--- src/rtl/sixcyc_pkg.sv ---
package sixcyc_pkg;
  localparam int STATE_W = 3;
  localparam int BIT_A   = 2;
  localparam int BIT_B   = 1;
  localparam int BIT_C   = 0;
  localparam logic [STATE_W-1:0] WRAP_CODE = 3'b110;

  typedef struct packed {
    logic j;
    logic k;
  } jk_t;

  // JK update rule for one bit.
  function automatic logic jk_next(input logic q, input jk_t c);
    case ({c.j, c.k})
      2'b00:   return q;
      2'b10:   return 1'b1;
      2'b01:   return 1'b0;
      default: return ~q;
    endcase
  endfunction

  function automatic logic at_wrap(input logic [STATE_W-1:0] s);
    return s == WRAP_CODE;
  endfunction
endpackage

--- src/rtl/sixcyc_jk_eqns.sv ---
module sixcyc_jk_eqns
  import sixcyc_pkg::*;
(
  input  logic [STATE_W-1:0] cur,
  output jk_t  [STATE_W-1:0] ctl
);
  always_comb begin
    ctl[BIT_A].j = cur[BIT_B];
    ctl[BIT_A].k = cur[BIT_B];
    ctl[BIT_B].j = cur[BIT_C];
    ctl[BIT_B].k = 1'b1;
    ctl[BIT_C].j = ~cur[BIT_B];
    ctl[BIT_C].k = 1'b1;
  end
endmodule

--- src/rtl/sixcyc_jk_bit.sv ---
module sixcyc_jk_bit
  import sixcyc_pkg::*;
#(
  parameter logic RST_VAL = 1'b0
) (
  input  logic clk,
  input  logic rst,
  input  logic en,
  input  jk_t  ctl,
  output logic q
);
  always_ff @(posedge clk) begin
    if (rst)     q <= RST_VAL;
    else if (en) q <= jk_next(q, ctl);
  end
endmodule

--- src/rtl/sixcyc_wrap_det.sv ---
module sixcyc_wrap_det
  import sixcyc_pkg::*;
(
  input  logic [STATE_W-1:0] cur,
  input  logic               en,
  output logic               wrap
);
  assign wrap = en & at_wrap(cur);
endmodule

--- src/rtl/sixcyc_counter.sv ---
module sixcyc_counter
  import sixcyc_pkg::*;
#(
  parameter logic [2:0] RST_CODE = 3'b000
) (
  input  logic       clk,
  input  logic       rst,
  input  logic       en,
  output logic [2:0] state,
  output logic       wrap
);
  jk_t [STATE_W-1:0] jk_ctl;
  logic [STATE_W-1:0] q_bits;

  sixcyc_jk_eqns u_eqns (.cur(q_bits), .ctl(jk_ctl));

  for (genvar i = 0; i < STATE_W; i++) begin : g_bit
    sixcyc_jk_bit #(.RST_VAL(RST_CODE[i])) u_bit (
      .clk(clk), .rst(rst), .en(en), .ctl(jk_ctl[i]), .q(q_bits[i])
    );
  end

  sixcyc_wrap_det u_wrap (.cur(q_bits), .en(en), .wrap(wrap));

  assign state = q_bits;
endmodule

--- config.mk ---
export PLATFORM = sky130hd
export DESIGN_NAME = sixcyc_counter
export DESIGN_NICKNAME = d
export VERILOG_FILES = /design/src/rtl/sixcyc_pkg.sv /design/src/rtl/sixcyc_jk_eqns.sv /design/src/rtl/sixcyc_jk_bit.sv /design/src/rtl/sixcyc_wrap_det.sv /design/src/rtl/sixcyc_counter.sv
export SDC_FILE = /design/constraint.sdc
export NUM_CORES = 1
export LEC_CHECK = 0
export BUFFER_PORTS_ARGS = -buffer_cell sky130_fd_sc_hd__buf_2
export CAP_MARGIN = 40
export CORE_AREA = 2 2 39 41
export CTS_BUF_LIST = sky130_fd_sc_hd__clkbuf_4 sky130_fd_sc_hd__clkbuf_8
export CTS_CLUSTER_SIZE = 14
export DETAILED_ROUTE_END_ITERATION = 10
export DIE_AREA = 0 0 41 43
export GPL_TIMING_DRIVEN = 1
export PLACE_DENSITY = 0.3
export SLEW_MARGIN = 40
export SYNTH_ARGS = -nofsm -noshare
export SYNTH_HDL_FRONTEND = slang
export SYNTH_SLANG_ARGS = --single-unit
export TNS_END_PERCENT = 100
--- constraint.sdc ---
create_clock -name clk -period 0.85 [get_ports clk]
set_input_delay 0.0425 -clock clk [delete_from_list [all_inputs] [get_ports clk]]
set_output_delay 0.0425 -clock clk [all_outputs]
set_load 0.005 [all_outputs]
# Yosys cells after proc, flatten, opt, wreduce, memory -nomap -nowiden
# Cells that the tools add are included.
# classes
reduce_logical,6
bitwise,7
n_mux,3
n_eq_ne,3
# op_table
op,n
2-bit logical NOT,3
1-bit inverter,6
2-bit AND reduction,3
1-bit one-hot mux with 2 select lines,2
"3-bit == test, second input constant",1
1-bit one-hot mux with 3 select lines,1
"2-bit by 1-bit == test with 1-bit output, second input constant",1
"2-bit == test, second input constant",1
1-bit AND,1
# totals
register_bits,3
out_inout_bits,4
input_bits,3

# Depth between registers and ports, before layout
# depth
ltp_word,4
depth_mapped,2

# By module
# A second synthesis with hierarchy kept.
# hier_totals
hier_cells,38
hier_area_um2,325.3
# by_module_without_submodules
module,cells_each,n_inst,area_per_inst_um2
sixcyc_jk_bit,10,3,90.1
sixcyc_jk_eqns,7,1,45.0
sixcyc_wrap_det,1,1,10.0

# Worst setup path before layout
# OpenSTA, ideal clock, no wires.
# synth_path
kind,reg2reg
startpoint,register g_bit[0].u_bit.q
endpoint,register g_bit[0].u_bit.q
path_buffers,0
stages_incl_launch_ff,3
setup_slack_ns,-0.030
synth_period_minus_slack_ns,0.880
t_arrival_ns,0.814
required_ns,0.784
setup_ns,0.066
path_cell_list,dfxtp_1 or3b_1 a21oi_2
# synth_via
elab_chain_cells,2
# synth_lines
item,line_no,rtl
"start, declared",sixcyc_jk_bit.sv:10,output logic q
"start signal, assigned",sixcyc_jk_bit.sv:14,"else if (en) q <= jk_next(q, ctl);"
1-bit inverter,sixcyc_pkg.sv:19,default: return ~q;
1-bit one-hot mux with 2 select lines,sixcyc_pkg.sv:15,"case ({c.j, c.k})"
# No other way between the ends.
# A chain may end at the register's enable or synchronous reset.

# Worst setup path after layout
# layout_path
startpoint,register g_bit[0].u_bit.q
endpoint,output wrap
# layout_via
elab_chain_cells,2
# layout_lines
item,line_no,rtl
3-bit == test,sixcyc_pkg.sv:24,return s == WRAP_CODE;
1-bit AND,sixcyc_wrap_det.sv:8,assign wrap = en & at_wrap(cur);
"end, declared",sixcyc_counter.sv:10,output logic wrap
# No other way between the ends.

==> insert_results.sql <==
INSERT INTO impl_metrics (metric_group, metric, value, unit) VALUES
('floorplan', 'horizontal_extent_of_the_die', '41', 'µm'),
('global_routing', 'grt_usage', '5.210', '%'),
('layout', 'regArea', '62.56', 'µm²'),
('clocking', 'tritoncts', 'yes', ''),
('sta', 'report.final.hold_viol_count', '0', ''),
('yosys', 'synth-seq-cells', '3', ''),
('global_routing', 'antenna_found_initial', '0', ''),
('critical_path', 'worstSetupPathType', 'flop to output port', ''),
('layout', 'area_of_the_multi_input_gates', '78.83', 'µm²'),
('yosys', 'avgSynthCellArea', '9.853', 'µm²'),
('sta', 'min_period_over_period', '119.7', '%'),
('global_routing', 'grt_start_max_net_pins', '8', ''),
('layout', 'largest-register', 'g_bit.u_bit.q', ''),
('layout', 'largest_register_ff_count', '3', ''),
('route', 'number_of_nets_with_antenna_violations_after_detailed_routing', '0', ''),
('worst_hold_path', 'worst_hold_path_type', 'primary input to flop', ''),
('sta', 'timing.final.crit_period', '1.017', 'ns'),
('yosys', 'post_syn_instances', '16', ''),
('layout', 'finish.cell_count_without_fillers', '43', ''),
('layout', 'area_growth', '73.81', '%'),
('placement', 'buffers_on_ports', '6', ''),
('worst_hold_path', 'min_delay_path_depth', '3', ''),
('clocking', 'tritoncts.num_buffers', '3', ''),
('floorplan', 'effective_utilization_at_floorplan', '11.39', '%'),
('sta', 'max_slew.worst_pin.slew', '0.1111', 'ns'),
('route', 'detail_route.iter0.violations', '1', ''),
('floorplan', 'placement_rows', '14', ''),
('layout', 'design.final.nets', '31', ''),
('flow_run', 'max_cap_violations', '0', ''),
('clocking', 'clk_slew_on_worst_s_h_paths', '0.04', 'ns'),
('layout', 'antenna_cells', '0', ''),
('route', 'vias_per_cell', '3.395', ''),
('critical_path', 'crit_path_max_fanout', '2', ''),
('pwr', 'static-leakage-power', '0.1198', 'nW'),
('sta', 'grt_setup_unrepaired', 'true', ''),
('route', 'routed-via-count', '146', ''),
('sta', 'setup_viol', '3', ''),
('clocking', 'cts_h_tree_depth', '1', ''),
('route', 'routed_wirelength', '381', 'µm'),
('floorplan', 'coreArea', '1384', 'µm²'),
('yosys', 'synthesis.area', '157.7', 'µm²'),
('critical_path', 'worstSetupStartpointType', 'flop', ''),
('floorplan', 'die_height', '43', 'µm'),
('sta', 'timing.fmax', '982.8', 'MHz'),
('floorplan', 'die_area', '1763', 'µm²'),
('sta', 'slew_headroom', '92.59', '%'),
('placement', 'place.gp.congestion', '0.5856', ''),
('yosys', 'yosys_warnings', '0', ''),
('clocking', 'ctsLongestPathBuffers', '2', ''),
('worst_hold_path', 'hold_path.startpoint', 'en', ''),
('sta', 'fin_worst_skew', '0.001335', 'ns'),
('layout', 'largestRegisters', 'g_bit.u_bit.q x3', ''),
('worst_hold_path', 'timing.hold.worst_endpoint', 'g_bit[1].u_bit.q', ''),
('critical_path', 'r2r-end', 'g_bit[0].u_bit.q', ''),
('pwr', 'ir_worst_vdd', '973.0', 'µV'),
('status', 'outcome', 'complete, but fails checks', ''),
('global_routing', 'wire_length_of_the_first_global_routing_pass', '593', 'µm'),
('sta', 'layout_setup_ws', '-0.1675', 'ns'),
('critical_path', 'reg2reg_depth', '2', ''),
('critical_path', 'crit_path_end_kind', 'output port', ''),
('yosys', 'synth_seq_area_share', '38.10', '%'),
('sta', 'setup-tns-final', '-0.2976', 'ns'),
('placement', 'preCtsSetupSlack', '-0.03205', 'ns'),
('yosys', 'synthDistinctLibCells', '9', ''),
('global_routing', 'grt.overflow.total', '0', ''),
('status', 'violations', 'negative setup slack', ''),
('floorplan', 'design.portCount', '7', ''),
('layout', 'nFillCells', '157', ''),
('clocking', 'cts.sinks', '3', ''),
('critical_path', 'critical_path.reg2reg.startpoint', 'g_bit[1].u_bit.q', ''),
('route', 'detailedRoute.firstPassIterationCount', '2', ''),
('critical_path', 'critPathRequiredTime', '0.81', 'ns'),
('sta', 'slew_violations', '0', ''),
('layout', 'drive_above_1_share', '66.67', '%'),
('route', 'route.detailed.wl_per_inst', '8.860', 'µm'),
('yosys', 'synth_nets', '19', ''),
('clocking', 'buffer_type_at_the_clock_tree_root', 'sky130_fd_sc_hd__clkbuf_4', ''),
('critical_path', 'setup.reg_to_reg.worst_slack', '-0.04', 'ns'),
('placement', 'dp_cells', '37', ''),
('global_routing', 'number_of_global_route_vias_before_repair', '151', ''),
('clocking', 'clock_insertion_delay_worst_skew', '0.23', 'ns'),
('critical_path', 'critical_path_arrival', '0.97', 'ns'),
('pwr', 'p_per_area', '1861', 'nW/µm²'),
('route', 'drc', '0', '');
metrics by stage:
stage               util (%)  hold slack (ns)  total power [W]  area [µm²]
floorplan                  -           0.1042        0.0001856       158.9
global placement       14.56           0.2459        0.0002042       201.4
detailed placement     14.56           0.2462        0.0002052       201.4
CTS                    19.08           0.1189        0.0005197       264.0
global route           19.80           0.1587        0.0005436       274.0
finish                 19.80           0.1248        0.0005101       274.0
worst max-delay path by stage:
stage               cells past startpoint  slack (ns)                to             start
finish                                  3       -0.17              wrap  g_bit[0].u_bit.q
global route                            3       -0.21              wrap  g_bit[0].u_bit.q
CTS                                     3       -0.18              wrap  g_bit[0].u_bit.q
detailed placement                      2       -0.03  g_bit[0].u_bit.q  g_bit[1].u_bit.q
global placement                        2       -0.01  g_bit[0].u_bit.q  g_bit[1].u_bit.q
floorplan                               2       -0.02  g_bit[0].u_bit.q  g_bit[1].u_bit.q
synthesized netlist by cell type, drive strengths merged:
cell type	instances	area, µm²
dfxtp	3	60.06
and4b	1	10.01
or3b	1	8.760
a21bo	1	10.01
buf	3	22.52
a21oi	3	18.77
nand2b	2	12.51
nand3b	2	15.01
kinds of logic (layout without fill, tap and decap cells):
family,Yosys count,in the layout,share of synthesized area (%)
and+or+nand+nor,6,6,29.36
AOI/OAI and AO/OA,4,4,18.26
DFF,3,3,38.10
buffers and inverters,3,14,14.28
power by group:
part / internal [W] / total, W / leakage (nW) / switching [W]
Sequential: 0.000150 / 0.000155 / 0.0253 / 0.00000475
Clock: 0.000208 / 0.000284 / 0.0184 / 0.0000757
Combinational: 0.0000446 / 0.0000715 / 0.0761 / 0.0000269
Total: 0.000403 / 0.000510 / 0.120 / 0.000107
worst max-delay path: stages, from the launching register on:
cell and delay, ns:
sky130_fd_sc_hd__dfxtp_2 0.31, sky130_fd_sc_hd__buf_6 0.11, sky130_fd_sc_hd__and4b_1 0.22, sky130_fd_sc_hd__buf_2 0.10
cell usage in the layout (no fill, tap or decap), drive strengths merged:
| master | n |
|---|---|
| clkbuf | 4 |
| dfxtp | 3 |
| a21bo | 1 |
| and4b | 1 |
| a21oi | 3 |
| nand3b | 2 |
| dlygate4sd3 | 1 |
| nand2b | 2 |
| buf | 9 |
| or3b | 1 |
per-layer routing:
metal  track usage [%]  up-vias  part of all wire, %  routed length (µm)
li1                  -       76                    -                   -
met1             5.751       64                   49                 185
met2             6.875        6                   42                 160
met3             4.712        0                  9.2                  35
met4             2.000        0                    0                   0
met5                 0        -                    0                   0
repair_timing:
action,in CTS,in global routing
gates resized for setup,4,2
endpoints found under the hold margin,1,0
hold buffers,1,0
pin swaps,0,1
buffers inserted,1,0
setup endpoints to repair,4,6
area by class of cell:
cell class | instances | share of cell area (%)
repair buffers | 10 | 30.14
multi-input cells | 10 | 28.77
well taps | 16 | 7.306
flip-flops and latches | 3 | 22.83
clock buffers | 4 | 10.96
No activity file was read; power rests on OpenSTA's default activity.
